File: src/rtl/sd_seq_pkg.sv
package sd_seq_pkg;
  typedef enum logic [4:0] {
    ST_IDLE, ST_DUMMY, ST_CRDY, ST_CMD, ST_STUFF, ST_RESP,
    ST_TOK, ST_RDATA, ST_RCRC,
    ST_WRDY, ST_WTOK, ST_WDATA, ST_WCRC, ST_WRESP,
    ST_SRDY, ST_STOP, ST_FIN, ST_DONE
  } seq_state_e;

  typedef enum logic [2:0] {
    ERR_NONE    = 3'd0,
    ERR_TIMEOUT = 3'd1,
    ERR_RESP    = 3'd2,
    ERR_TOKEN   = 3'd3,
    ERR_REJECT  = 3'd4
  } seq_err_e;

  localparam logic [1:0] OP_INIT  = 2'd0;
  localparam logic [1:0] OP_READ  = 2'd1;
  localparam logic [1:0] OP_WRITE = 2'd2;

  localparam logic [5:0] CMD_RESET = 6'd0;
  localparam logic [5:0] CMD_INIT  = 6'd1;
  localparam logic [5:0] CMD_STOP  = 6'd12;
  localparam logic [5:0] CMD_RD1   = 6'd17;
  localparam logic [5:0] CMD_RDN   = 6'd18;
  localparam logic [5:0] CMD_WR1   = 6'd24;
  localparam logic [5:0] CMD_WRN   = 6'd25;

  localparam logic [7:0] BYTE_IDLE  = 8'hFF;
  localparam logic [7:0] TOK_SINGLE = 8'hFE;
  localparam logic [7:0] TOK_MULTI  = 8'hFC;
  localparam logic [7:0] TOK_STOP   = 8'hFD;
endpackage

File: src/rtl/sd_cmd_frame.sv
module sd_cmd_frame #(
  parameter logic [7:0] CRC_BYTE = 8'h95
) (
  input  logic [5:0]  idx_i,
  input  logic [31:0] arg_i,
  input  logic [2:0]  sel_i,
  output logic [7:0]  byte_o
);
  always_comb begin
    case (sel_i)
      3'd0:    byte_o = {2'b01, idx_i};
      3'd1:    byte_o = arg_i[31:24];
      3'd2:    byte_o = arg_i[23:16];
      3'd3:    byte_o = arg_i[15:8];
      3'd4:    byte_o = arg_i[7:0];
      default: byte_o = CRC_BYTE;
    endcase
  end
endmodule

File: src/rtl/sd_xfer_port.sv
module sd_xfer_port (
  input  logic       clk_i,
  input  logic       rst_ni,
  input  logic       issue_i,
  input  logic [7:0] tx_i,
  output logic       start_o,
  output logic [7:0] tx_o,
  input  logic       xfer_done_i,
  input  logic [7:0] xfer_rx_i,
  output logic       pend_o,
  output logic       done_o,
  output logic [7:0] rx_o
);
  logic pend_q;

  assign start_o = issue_i & ~pend_q;
  assign tx_o    = tx_i;
  assign done_o  = xfer_done_i & pend_q;
  assign rx_o    = xfer_rx_i;
  assign pend_o  = pend_q;

  always_ff @(posedge clk_i or negedge rst_ni) begin
    if (!rst_ni)          pend_q <= 1'b0;
    else if (start_o)     pend_q <= 1'b1;
    else if (xfer_done_i) pend_q <= 1'b0;
  end

  AST_DONE_ONLY_PENDING: assert property (@(posedge clk_i) disable iff (!rst_ni)
    xfer_done_i |-> pend_q);
endmodule

File: src/rtl/sd_spi_seq.sv
module sd_spi_seq
  import sd_seq_pkg::*;
#(
  parameter int BLK_BYTES = 512,
  parameter int CNT_W     = 8,
  parameter int POLL_N    = 10,
  parameter int DUMMY_N   = 10
) (
  input  logic             clk_i,
  input  logic             rst_ni,
  input  logic             req_valid_i,
  output logic             req_ready_o,
  input  logic [1:0]       req_op_i,
  input  logic [31:0]      req_addr_i,
  input  logic [CNT_W-1:0] req_count_i,
  output logic             done_o,
  output logic             err_o,
  output logic [2:0]       err_code_o,
  output logic [CNT_W-1:0] err_blk_o,
  output logic             fast_clk_o,
  output logic             rd_valid_o,
  input  logic             rd_ready_i,
  output logic [7:0]       rd_data_o,
  input  logic             wr_valid_i,
  output logic             wr_ready_o,
  input  logic [7:0]       wr_data_i,
  output logic             xfer_start_o,
  output logic [7:0]       xfer_tx_o,
  input  logic             xfer_done_i,
  input  logic [7:0]       xfer_rx_i,
  output logic             cs_no
);
  localparam int BW = $clog2(BLK_BYTES);
  localparam int PW = $clog2(POLL_N);

  seq_state_e       state_q;
  seq_err_e         err_q;
  logic [BW-1:0]    cnt_q;
  logic [PW-1:0]    poll_q;
  logic [CNT_W-1:0] blk_q, nblk_q, err_blk_q;
  logic             multi_q, fast_q, rd_valid_q;
  logic [7:0]       rd_data_q;
  logic [5:0]       cmd_q;
  logic [31:0]      arg_q;

  logic       issue, pend, x_done;
  logic [7:0] tx, rx, frame_byte;
  logic       last_blk, req_multi;

  assign last_blk  = (blk_q == nblk_q - CNT_W'(1));
  assign req_multi = (req_count_i > CNT_W'(1));

  sd_cmd_frame #(.CRC_BYTE(8'h95)) i_frame (
    .idx_i(cmd_q), .arg_i(arg_q), .sel_i(cnt_q[2:0]), .byte_o(frame_byte)
  );

  sd_xfer_port i_port (
    .clk_i, .rst_ni,
    .issue_i(issue), .tx_i(tx),
    .start_o(xfer_start_o), .tx_o(xfer_tx_o),
    .xfer_done_i, .xfer_rx_i,
    .pend_o(pend), .done_o(x_done), .rx_o(rx)
  );

  always_comb begin
    issue = 1'b0;
    tx    = BYTE_IDLE;
    case (state_q)
      ST_DUMMY, ST_CRDY, ST_STUFF, ST_RESP, ST_TOK, ST_RCRC,
      ST_WRDY, ST_WCRC, ST_WRESP, ST_SRDY, ST_FIN: issue = 1'b1;
      ST_CMD:   begin issue = 1'b1; tx = frame_byte; end
      ST_RDATA: issue = ~rd_valid_q;
      ST_WTOK:  begin issue = 1'b1; tx = multi_q ? TOK_MULTI : TOK_SINGLE; end
      ST_WDATA: begin issue = wr_valid_i; tx = wr_data_i; end
      ST_STOP:  begin issue = 1'b1; tx = TOK_STOP; end
      default:  ;
    endcase
  end

  assign wr_ready_o  = (state_q == ST_WDATA) & ~pend;
  assign req_ready_o = (state_q == ST_IDLE);
  assign done_o      = (state_q == ST_DONE);
  assign err_o       = done_o & (err_q != ERR_NONE);
  assign err_code_o  = err_q;
  assign err_blk_o   = err_blk_q;
  assign fast_clk_o  = fast_q;
  assign rd_valid_o  = rd_valid_q;
  assign rd_data_o   = rd_data_q;
  assign cs_no       = (state_q == ST_IDLE) | (state_q == ST_DUMMY) |
                       (state_q == ST_FIN)  | (state_q == ST_DONE);

  always_ff @(posedge clk_i or negedge rst_ni) begin
    if (!rst_ni) begin
      state_q    <= ST_IDLE;
      err_q      <= ERR_NONE;
      cnt_q      <= '0;
      poll_q     <= '0;
      blk_q      <= '0;
      nblk_q     <= '0;
      err_blk_q  <= '0;
      multi_q    <= 1'b0;
      fast_q     <= 1'b0;
      rd_valid_q <= 1'b0;
      rd_data_q  <= '0;
      cmd_q      <= '0;
      arg_q      <= '0;
    end else begin
      if (rd_valid_q && rd_ready_i) rd_valid_q <= 1'b0;
      case (state_q)
        ST_IDLE: if (req_valid_i) begin
          err_q     <= ERR_NONE;
          err_blk_q <= '0;
          blk_q     <= '0;
          cnt_q     <= '0;
          poll_q    <= '0;
          arg_q     <= req_addr_i;
          multi_q   <= req_multi;
          nblk_q    <= (req_count_i == '0) ? CNT_W'(1) : req_count_i;
          case (req_op_i)
            OP_INIT: begin
              fast_q <= 1'b0; cmd_q <= CMD_RESET; arg_q <= '0; state_q <= ST_DUMMY;
            end
            OP_READ:  begin cmd_q <= req_multi ? CMD_RDN : CMD_RD1; state_q <= ST_CRDY; end
            OP_WRITE: begin cmd_q <= req_multi ? CMD_WRN : CMD_WR1; state_q <= ST_CRDY; end
            default:  ;
          endcase
        end
        ST_DUMMY: if (x_done) begin
          if (cnt_q == BW'(DUMMY_N - 1)) begin cnt_q <= '0; state_q <= ST_CRDY; end
          else cnt_q <= cnt_q + 1'b1;
        end
        ST_CRDY: if (x_done && rx == BYTE_IDLE) begin cnt_q <= '0; state_q <= ST_CMD; end
        ST_CMD: if (x_done) begin
          if (cnt_q == BW'(5)) begin
            cnt_q   <= '0;
            poll_q  <= '0;
            state_q <= (cmd_q == CMD_STOP) ? ST_STUFF : ST_RESP;
          end else cnt_q <= cnt_q + 1'b1;
        end
        ST_STUFF: if (x_done) state_q <= ST_RESP;
        ST_RESP: if (x_done) begin
          if (!rx[7]) begin
            case (cmd_q)
              CMD_RESET: if (rx == 8'h01) begin cmd_q <= CMD_INIT; state_q <= ST_CRDY; end
                         else begin err_q <= ERR_RESP; state_q <= ST_FIN; end
              CMD_INIT:  if (rx == 8'h00) begin fast_q <= 1'b1; state_q <= ST_FIN; end
                         else state_q <= ST_CRDY;
              CMD_STOP:  state_q <= ST_FIN;
              CMD_RD1, CMD_RDN:
                         if (rx == 8'h00) state_q <= ST_TOK;
                         else begin err_q <= ERR_RESP; state_q <= ST_FIN; end
              default:   if (rx == 8'h00) state_q <= ST_WRDY;
                         else begin err_q <= ERR_RESP; state_q <= ST_FIN; end
            endcase
          end else if (poll_q == PW'(POLL_N - 1)) begin
            if (err_q == ERR_NONE) begin err_q <= ERR_TIMEOUT; err_blk_q <= blk_q; end
            state_q <= ST_FIN;
          end else poll_q <= poll_q + 1'b1;
        end
        ST_TOK: if (x_done) begin
          if (rx == TOK_SINGLE) begin cnt_q <= '0; state_q <= ST_RDATA; end
          else if (rx != BYTE_IDLE) begin
            err_q     <= ERR_TOKEN;
            err_blk_q <= blk_q;
            if (multi_q) begin cmd_q <= CMD_STOP; arg_q <= '0; state_q <= ST_CRDY; end
            else state_q <= ST_FIN;
          end
        end
        ST_RDATA: if (x_done) begin
          rd_valid_q <= 1'b1;
          rd_data_q  <= rx;
          if (cnt_q == BW'(BLK_BYTES - 1)) begin cnt_q <= '0; state_q <= ST_RCRC; end
          else cnt_q <= cnt_q + 1'b1;
        end
        ST_RCRC: if (x_done) begin
          if (cnt_q == BW'(1)) begin
            cnt_q <= '0;
            if (!last_blk) begin blk_q <= blk_q + 1'b1; state_q <= ST_TOK; end
            else if (multi_q) begin cmd_q <= CMD_STOP; arg_q <= '0; state_q <= ST_CRDY; end
            else state_q <= ST_FIN;
          end else cnt_q <= cnt_q + 1'b1;
        end
        ST_WRDY: if (x_done && rx == BYTE_IDLE) state_q <= ST_WTOK;
        ST_WTOK: if (x_done) begin cnt_q <= '0; state_q <= ST_WDATA; end
        ST_WDATA: if (x_done) begin
          if (cnt_q == BW'(BLK_BYTES - 1)) begin cnt_q <= '0; state_q <= ST_WCRC; end
          else cnt_q <= cnt_q + 1'b1;
        end
        ST_WCRC: if (x_done) begin
          if (cnt_q == BW'(1)) begin cnt_q <= '0; state_q <= ST_WRESP; end
          else cnt_q <= cnt_q + 1'b1;
        end
        ST_WRESP: if (x_done) begin
          if (rx[4:0] == 5'h05) begin
            if (!last_blk) begin blk_q <= blk_q + 1'b1; state_q <= ST_WRDY; end
            else state_q <= multi_q ? ST_SRDY : ST_FIN;
          end else begin
            err_q <= ERR_REJECT; err_blk_q <= blk_q; state_q <= ST_FIN;
          end
        end
        ST_SRDY: if (x_done && rx == BYTE_IDLE) state_q <= ST_STOP;
        ST_STOP: if (x_done) state_q <= ST_FIN;
        ST_FIN:  if (x_done) state_q <= ST_DONE;
        default: state_q <= ST_IDLE;
      endcase
    end
  end

  AST_CMD_LEAD: assert property (@(posedge clk_i) disable iff (!rst_ni)
    (state_q == ST_CMD && cnt_q == '0 && xfer_start_o) |-> xfer_tx_o[7:6] == 2'b01);
  AST_POLL_BOUND: assert property (@(posedge clk_i) disable iff (!rst_ni)
    (state_q == ST_RESP) |-> (poll_q < PW'(POLL_N)));
  AST_STUFF_STOP: assert property (@(posedge clk_i) disable iff (!rst_ni)
    (state_q == ST_STUFF) |-> (cmd_q == CMD_STOP));
  AST_RD_HOLD: assert property (@(posedge clk_i) disable iff (!rst_ni)
    (rd_valid_o && !rd_ready_i) |=> (rd_valid_o && $stable(rd_data_o)));
  AST_DONE_PULSE: assert property (@(posedge clk_i) disable iff (!rst_ni)
    done_o |=> (!done_o && req_ready_o && cs_no));
  AST_FAST_RISE: assert property (@(posedge clk_i) disable iff (!rst_ni)
    $rose(fast_clk_o) |-> $past(state_q == ST_RESP && cmd_q == CMD_INIT));
endmodule

File: config.mk
export PLATFORM = sky130hd
export DESIGN_NAME = sd_spi_seq
export DESIGN_NICKNAME = d
export VERILOG_FILES = /design/src/rtl/sd_seq_pkg.sv /design/src/rtl/sd_cmd_frame.sv /design/src/rtl/sd_xfer_port.sv /design/src/rtl/sd_spi_seq.sv
export SDC_FILE = /design/constraint.sdc
export NUM_CORES = 1
export LEC_CHECK = 0
export ABC_CLOCK_PERIOD_IN_PS = 2700
export BUFFER_PORTS_ARGS = -buffer_cell sky130_fd_sc_hd__buf_4
export CELL_PAD_IN_SITES_DETAIL_PLACEMENT = 1
export CELL_PAD_IN_SITES_GLOBAL_PLACEMENT = 1
export CORE_MARGIN = 8
export CORE_UTILIZATION = 39
export CTS_CLUSTER_DIAMETER = 200
export CTS_CLUSTER_SIZE = 24
export DETAILED_ROUTE_END_ITERATION = 10
export GPL_TIMING_DRIVEN = 0
export PLACE_DENSITY = 0.83
export REMOVE_ABC_BUFFERS = 1
export SLEW_MARGIN = 10
export SYNTH_ARGS = -nofsm -noshare
export SYNTH_HDL_FRONTEND = slang
export SYNTH_SLANG_ARGS = --single-unit
File: constraint.sdc
create_clock -name clk_i -period 2.7 [get_ports clk_i]
set_input_delay 0.405 -clock clk_i [delete_from_list [all_inputs] [get_ports clk_i]]
set_output_delay 0.405 -clock clk_i [all_outputs]
set_load 0.02 [all_outputs]
After elaboration in Yosys (flattened, before gate mapping)
Cells that the tools add are included.
{ "classes": {"n_reduce_logical": 35, "mux": 135, "bitwise_logic": 9, "order_cmp": 1, "eq_ne": 87, "addsub": 4} }
{ "op_table": {"columns": ["op", "n"], "rows": [
  ["$mux 32", 9],
  ["$mux 5", 36],
  ["$mux 8", 16],
  ["$mux 9", 13],
  ["$pmux 32 s3", 1],
  ["$pmux 5 s17", 1],
  ["$mux 6", 12],
  ["$pmux 9 s8", 1],
  ["$ne 2x2->1 const B", 34],
  ["$pmux 8 s4", 2],
  ["$eq 5x4->1 const B", 8],
  ["$pmux 8 s5", 1],
  ["$mux 3", 12],
  ["$reduce_and 13->1", 2],
  ["$reduce_and 26->1", 1],
  ["$eq 5x3->1 const B", 5],
  ["$mux 4", 6],
  ["$pmux 6 s4", 1],
  ["$pmux 8 s3", 1],
  ["$pmux 5 s4", 1],
  ["$pmux 6 s3", 1],
  ["$eq 8x8->1 const B", 2],
  ["$logic_not 8->1", 2],
  ["$ne 2x1->1 const B", 7],
  ["other kinds (57)", 96]
]} }
{ "totals": {"register_bits": 95, "output_inout_bits": 35} }

Logic depth before layout (Yosys ltp)
{ "depth": {"ltp_word": 6, "mapped_depth": 11, "mapped_depth_nobuf": 10} }

Cells and area by module
A second synthesis with hierarchy kept.
{ "unflattened": {"cells_unflattened": 714, "hier_area_um2": 6327.3} }
{ "by_module_without_submodules": {"columns": ["mod", "cells_each", "area_each_um2", "instances", "seq_area_each_um2"], "rows": [
  ["sd_spi_seq", 644, 5786.8, 1, 2327.2],
  ["sd_cmd_frame", 49, 369.1, 1, 0.0],
  ["sd_xfer_port", 21, 171.4, 1, 25.0]
]} }

Worst setup path before layout
No wires, ideal clock.
{ "synth_path": {"kind": "reg-to-output", "start": "reg state_q[2]", "end": "out xfer_start_o", "path_buffers": 3, "required_ps": 2295, "path_stages_with_launch": 6, "arrival_time_ps": 2276, "setup_slack_ps": 19, "path_cell_list": "dfrtp_1 -> buf_2 -> buf_2 -> buf_1 -> a21oi_1 -> a2111oi_0"} }
{ "synth_between": {"elab_chain_len": 4, "elab_cells_between_ends": 19, "cone_classes": "eq/ne: 16; mux: 1; bitwise: 1; reduce/logical: 1"} }
{ "synth_rtl": {"columns": ["item", "line_no", "source"], "rows": [
  ["start, declared", "sd_spi_seq.sv:36", "seq_state_e state_q;"],
  ["start signal, assigned", "sd_spi_seq.sv:137", "state_q <= (cmd_q == CMD_STOP) ? ST_STUFF : ST_RESP;"],
  ["$eq 5x1->1, or another cell as far along", "sd_spi_seq.sv:68", "case (state_q)"],
  ["$reduce_or 14->1 (no line)", null, null],
  ["$pmux 1 s3 *", "sd_spi_seq.sv:68", null],
  ["$and 1x1->1 *", "sd_xfer_port.sv:16", "assign start_o = issue_i & ~pend_q;"],
  ["end, declared", "sd_spi_seq.sv:27", "output logic xfer_start_o,"]
]} }
Mark *: on every way between the ends. The rest lies on a longest branch, timed or not.

Worst setup path after layout
{ "layout_path": {"start": "reg cnt_q[1]", "end": "out xfer_tx_o[6]"} }
{ "layout_between": {"elab_chain_len": 3, "elab_cells_between_ends": 7, "cone_classes": "eq/ne: 4; mux: 2; reduce/logical: 1"} }
{ "layout_rtl": {"columns": ["item", "line_no", "source"], "rows": [
  ["start, declared", "sd_spi_seq.sv:38", "logic [BW-1:0] cnt_q;"],
  ["start signal, assigned", "sd_spi_seq.sv:130", "else cnt_q <= cnt_q + 1'b1;"],
  ["start signal, assigned", "sd_spi_seq.sv:138", "end else cnt_q <= cnt_q + 1'b1;"],
  ["start signal, assigned", "sd_spi_seq.sv:173", "else cnt_q <= cnt_q + 1'b1;"],
  ["$eq 3x3->1, or another cell as far along", "sd_cmd_frame.sv:10", "case (sel_i)"],
  ["$pmux 8 s5 *", "sd_cmd_frame.sv:10", null],
  ["$pmux 8 s4 *", "sd_spi_seq.sv:68", null],
  ["end, declared", "sd_spi_seq.sv:28", "output logic [7:0] xfer_tx_o,"]
]} }
Marked as above.

==> run_summary.xml <==
<?xml version="1.0" encoding="UTF-8"?>
<metrics>
  <group name="placement">
    <metric name="numPortBuffers" unit="">98</metric>
    <metric name="dp_cells" unit="">986</metric>
    <metric name="pre_cts_ws" unit="ps">-1070</metric>
    <metric name="gpl.final_weighted_congestion" unit="">0.889</metric>
    <metric name="hpwl_after_detailed_placement" unit="µm">14700</metric>
  </group>
  <group name="logic_synthesis">
    <metric name="synthesis.area_per_instance" unit="µm²">8.89</metric>
    <metric name="async_reset_ff_frac" unit="">1.00</metric>
    <metric name="postSynthRegisterBits" unit="">94</metric>
    <metric name="post_synth_main_area_contributors" unit="">dfrtp_1 (37%), mux2i_1 (6.8%), nand2_1 (4.7%)</metric>
    <metric name="synthesis.area" unit="µm²">6330</metric>
    <metric name="synth_flop_cell" unit="">dfrtp_1</metric>
    <metric name="fraction_of_the_yosys_area_taken_by_sequential_cells" unit="">0.371</metric>
    <metric name="synth_largest_area_cell" unit="">dfrtp_1</metric>
    <metric name="synth-warning-count" unit="">0</metric>
    <metric name="netlist.area_leader.share" unit="">0.371</metric>
    <metric name="post_synth_inst_count" unit="">712</metric>
    <metric name="synth_edf_count" unit="">0</metric>
    <metric name="yosys.cell_types.count" unit="">75</metric>
  </group>
  <group name="sta">
    <metric name="rsz0062_at_grt" unit="">yes</metric>
    <metric name="maximum_clock_frequency" unit="MHz">377</metric>
    <metric name="worst_pin_slew" unit="ps">867</metric>
    <metric name="finalMaxSlewViolations" unit="">0</metric>
    <metric name="fin_worst_skew" unit="ps">7.28</metric>
    <metric name="worst_slew_margin_rel" unit="">0.419</metric>
    <metric name="hold_slack" unit="ps">293</metric>
    <metric name="final-hold-violation-count" unit="">0</metric>
    <metric name="postLayoutSetupSlackWorst" unit="ps">50.2</metric>
    <metric name="final.period_utilization" unit="">0.981</metric>
    <metric name="post-route-min-period" unit="ps">2650</metric>
    <metric name="timing.final.setup_violations" unit="">0</metric>
  </group>
  <group name="power_and_ir_drop">
    <metric name="power.ir.vdd_worst" unit="mV">0.695</metric>
    <metric name="overall_power_after_layout" unit="mW">9.17</metric>
    <metric name="sw_frac_of_total" unit="">0.447</metric>
    <metric name="p_per_area" unit="nW/µm²">1130</metric>
    <metric name="comb_power_share" unit="">0.561</metric>
    <metric name="psw" unit="mW">4.10</metric>
    <metric name="power.internal" unit="mW">5.07</metric>
    <metric name="clock_power_share" unit="">0.152</metric>
    <metric name="power_leakage" unit="nW">3.59</metric>
    <metric name="sequentialPowerShare" unit="">0.287</metric>
  </group>
  <group name="grt">
    <metric name="grt_first_pass_wirelength" unit="µm">33600</metric>
    <metric name="initial_antenna_violation_count" unit="">0</metric>
    <metric name="grt_pass1_vias" unit="">6186</metric>
    <metric name="grt-ovfl-total" unit="">0</metric>
    <metric name="globalRouteTotalUtil" unit="">0.206</metric>
    <metric name="grt_max_degree" unit="">95</metric>
  </group>
  <group name="finish">
    <metric name="post_layout_nonfiller_instances" unit="">1030</metric>
    <metric name="fraction_of_final_layout_cells_sized_beyond_drive_strength_1" unit="">0.289</metric>
    <metric name="area_growth" unit="%">28.2</metric>
    <metric name="layout.cells.most_common_list" unit="">buf_4 (115), dfrtp_1 (86), nand2_1 (79), inv_1 (57), mux2i_1 (42)</metric>
    <metric name="final_common_cell" unit="">buf_4</metric>
    <metric name="diodes" unit="">0</metric>
    <metric name="layout.nets" unit="">886</metric>
  </group>
  <group name="setup_path">
    <metric name="setup.worst_path.end_class" unit="">output pin</metric>
    <metric name="worst-endpoint-arrival" unit="ps">2240</metric>
    <metric name="worst-path-max-fanout" unit="">5</metric>
    <metric name="cp_slowest_cell" unit="">dfrtp_1</metric>
    <metric name="critical_path.cell_chain" unit="">buf_4, ha_4, nor2_1, nor2_2, nor3_4, nor2_4, a221o_1, buf_6</metric>
    <metric name="worst-path-buf-inv" unit="">2</metric>
    <metric name="slowest_delay" unit="ps">440</metric>
    <metric name="crit_path_required_time" unit="ps">2300</metric>
    <metric name="timing_worst_setup_path_type" unit="">flop to output pin</metric>
    <metric name="crit_path_start_kind" unit="">flop</metric>
    <metric name="crit_path_leading_delay_family" unit="">simple AND/OR/NAND/NOR gates</metric>
  </group>
  <group name="detailed_routing">
    <metric name="detail_route.iter0.violations" unit="">302</metric>
    <metric name="drt-pass1-iter-count" unit="">5</metric>
    <metric name="routed_wire_length_per_instance" unit="µm">21.4</metric>
    <metric name="routed_wl" unit="µm">22100</metric>
    <metric name="drtAntennaViolNets" unit="">0</metric>
    <metric name="routed-via-count" unit="">5977</metric>
    <metric name="route.detailed.drc" unit="">0</metric>
    <metric name="route.detailed.vias_per_inst" unit="">5.80</metric>
  </group>
  <group name="clock_network">
    <metric name="htree_levels" unit="">3</metric>
    <metric name="cts_buffers" unit="">9</metric>
    <metric name="cts.path.max_buffers" unit="">2</metric>
    <metric name="clk_pin_slew" unit="ps">70</metric>
    <metric name="worstSkewPairLatency" unit="ps">360</metric>
    <metric name="cts_root_buffer" unit="">clkbuf_16</metric>
    <metric name="tritoncts_clock_tree" unit="">built</metric>
    <metric name="clock-sinks" unit="">94</metric>
  </group>
  <group name="floorplanning">
    <metric name="floorplan.io_pins" unit="">99</metric>
    <metric name="vert_die_dim" unit="µm">143</metric>
    <metric name="floorplan.initialDensity" unit="">0.399</metric>
    <metric name="core_region_area" unit="µm²">15900</metric>
    <metric name="placement_row_count" unit="">46</metric>
    <metric name="die_footprint" unit="µm²">20600</metric>
    <metric name="floorplan.die.width" unit="µm">143</metric>
  </group>
  <group name="outcome">
    <metric name="run_status" unit="">finished, final reports clean</metric>
  </group>
  <group name="min_path">
    <metric name="hold_path.class" unit="">input port to flop</metric>
  </group>
  <group name="flow_run">
    <metric name="drv.max_cap_violation_count" unit="">0</metric>
  </group>
</metrics>
==> routing by layer <==
metal | global-route usage | routed length, µm | part of all wire | vias up
met5 | 0 | 0 | 0 | -
met4 | 0.0714 | 450 | 0.020 | 0
met3 | 0.0547 | 1380 | 0.063 | 33
met2 | 0.340 | 11000 | 0.50 | 205
met1 | 0.255 | 9270 | 0.42 | 2984
li1 | - | - | - | 2755
==> flip-flops by register name (all words and copies together), names as in the netlist <==
name,count
multi_q,1
cmd_q,5
fast_clk_o,1
cnt_q,9
err_blk_o,8
poll_q,4
arg_q,32
rd_valid_o,1
nblk_q,8
i_port.pend_o,1
err_code_o,3
blk_q,8
rd_data_o,8
state_q,5
==> path summary, 6_finish.rpt <==
kind                                start           end  slack, ps  cells past startpoint
setup / recovery                 cnt_q[1]  xfer_tx_o[6]         50                      8
hold / removal             req_count_i[1]     nblk_q[1]        290                      2
setup reg to reg                nblk_q[1]     arg_q[13]         80                      7
hold reg to reg              rd_data_o[0]  rd_data_o[0]        510                      1
max in group asynchronous          rst_ni    state_q[0]       1630                      3
min in group asynchronous          rst_ni      blk_q[7]        410                      2
==> cell type report <==
type	instances	area (µm²)
clock buffer	13	250
clock inverter	3	67.6
fill	1844	7770
inverter	62	239
multi-input combinational	514	3840
sequential	94	2370
tap	216	270
timing repair buffer	128	1080
==> kinds of logic (layout without fill, tap and decap cells) <==
group | count (synthesis) | after routing | synth area share
adders and majority gates | 14 | 14 | 0.0273
and+or+nand+nor | 256 | 256 | 0.206
DFF | 94 | 94 | 0.371
AOI/OAI and AO/OA | 161 | 161 | 0.188
buffers and inverters | 104 | 206 | 0.0733
muxes | 69 | 69 | 0.114
xor gates and xnor gates | 14 | 14 | 0.0194
==> through the flow <==
step / setup TNS (ps) / util / cell area [µm²]
4_1_cts: 0 / 0.491 / 7800
2_1_floorplan: -22900 / - / 6100
3_5_place_dp: -59260 / 0.450 / 7140
3_3_place_gp: -77710 / 0.447 / 7110
6_report: 0 / 0.511 / 8120
5_1_grt: -108 / 0.511 / 8120
==> synth_stat cells (3+ instances only) <==
| cell type | instances |
|---|---|
| dfrtp_1 | 94 |
| nand2_1 | 80 |
| inv_1 | 60 |
| mux2i_1 | 43 |
| nor2_1 | 38 |
| nand3_1 | 30 |
| o21ai_0 | 30 |
| mux2_2 | 26 |
| a21oi_1 | 24 |
| clkbuf_1 | 22 |
| nor3_1 | 20 |
| ha_1 | 13 |
| nor2b_1 | 13 |
| a22oi_1 | 12 |
| nand2b_1 | 11 |
| o211ai_1 | 10 |
| a21o_1 | 9 |
| a22o_1 | 9 |
| nor4_1 | 9 |
| a31oi_1 | 8 |
| buf_2 | 8 |
| a211oi_1 | 7 |
| xnor2_1 | 7 |
| xor2_1 | 7 |
| and2_1 | 6 |
| buf_1 | 6 |
| nand4_1 | 6 |
| and3_1 | 5 |
| and4_1 | 5 |
| a2111oi_0 | 4 |
| nor3b_1 | 4 |
| o2111ai_1 | 4 |
| o211a_1 | 4 |
| o221ai_1 | 4 |
| or2_2 | 4 |
| or3_1 | 4 |
| or4_1 | 4 |
| a221o_1 | 3 |
| a222oi_1 | 3 |
| a311oi_1 | 3 |
| and3b_1 | 3 |
| buf_12 | 3 |
| nand3b_1 | 3 |
| nand4b_1 | 3 |
==> repair_timing <==
action                                 CTS  global route
cloned                                   1             0
setup endpoints to repair              102            59
endpoints found under the hold margin    0             7
buffers inserted                        10            15
hold buffers                             0             1
resized for setup                       57            35
pin swaps                                8            14
==> power by group through the flow <==
stage	clock network [mW]	logic [mW]	registers, mW
5_1_grt	1.48	5.52	2.70
3_3_place_gp	0	3.98	2.61
6_report	1.40	5.15	2.63
4_1_cts	1.42	4.60	2.65
2_1_floorplan	0	2.72	2.57
3_5_place_dp	0	4.14	2.66
Power figures use the tool's default switching activity.
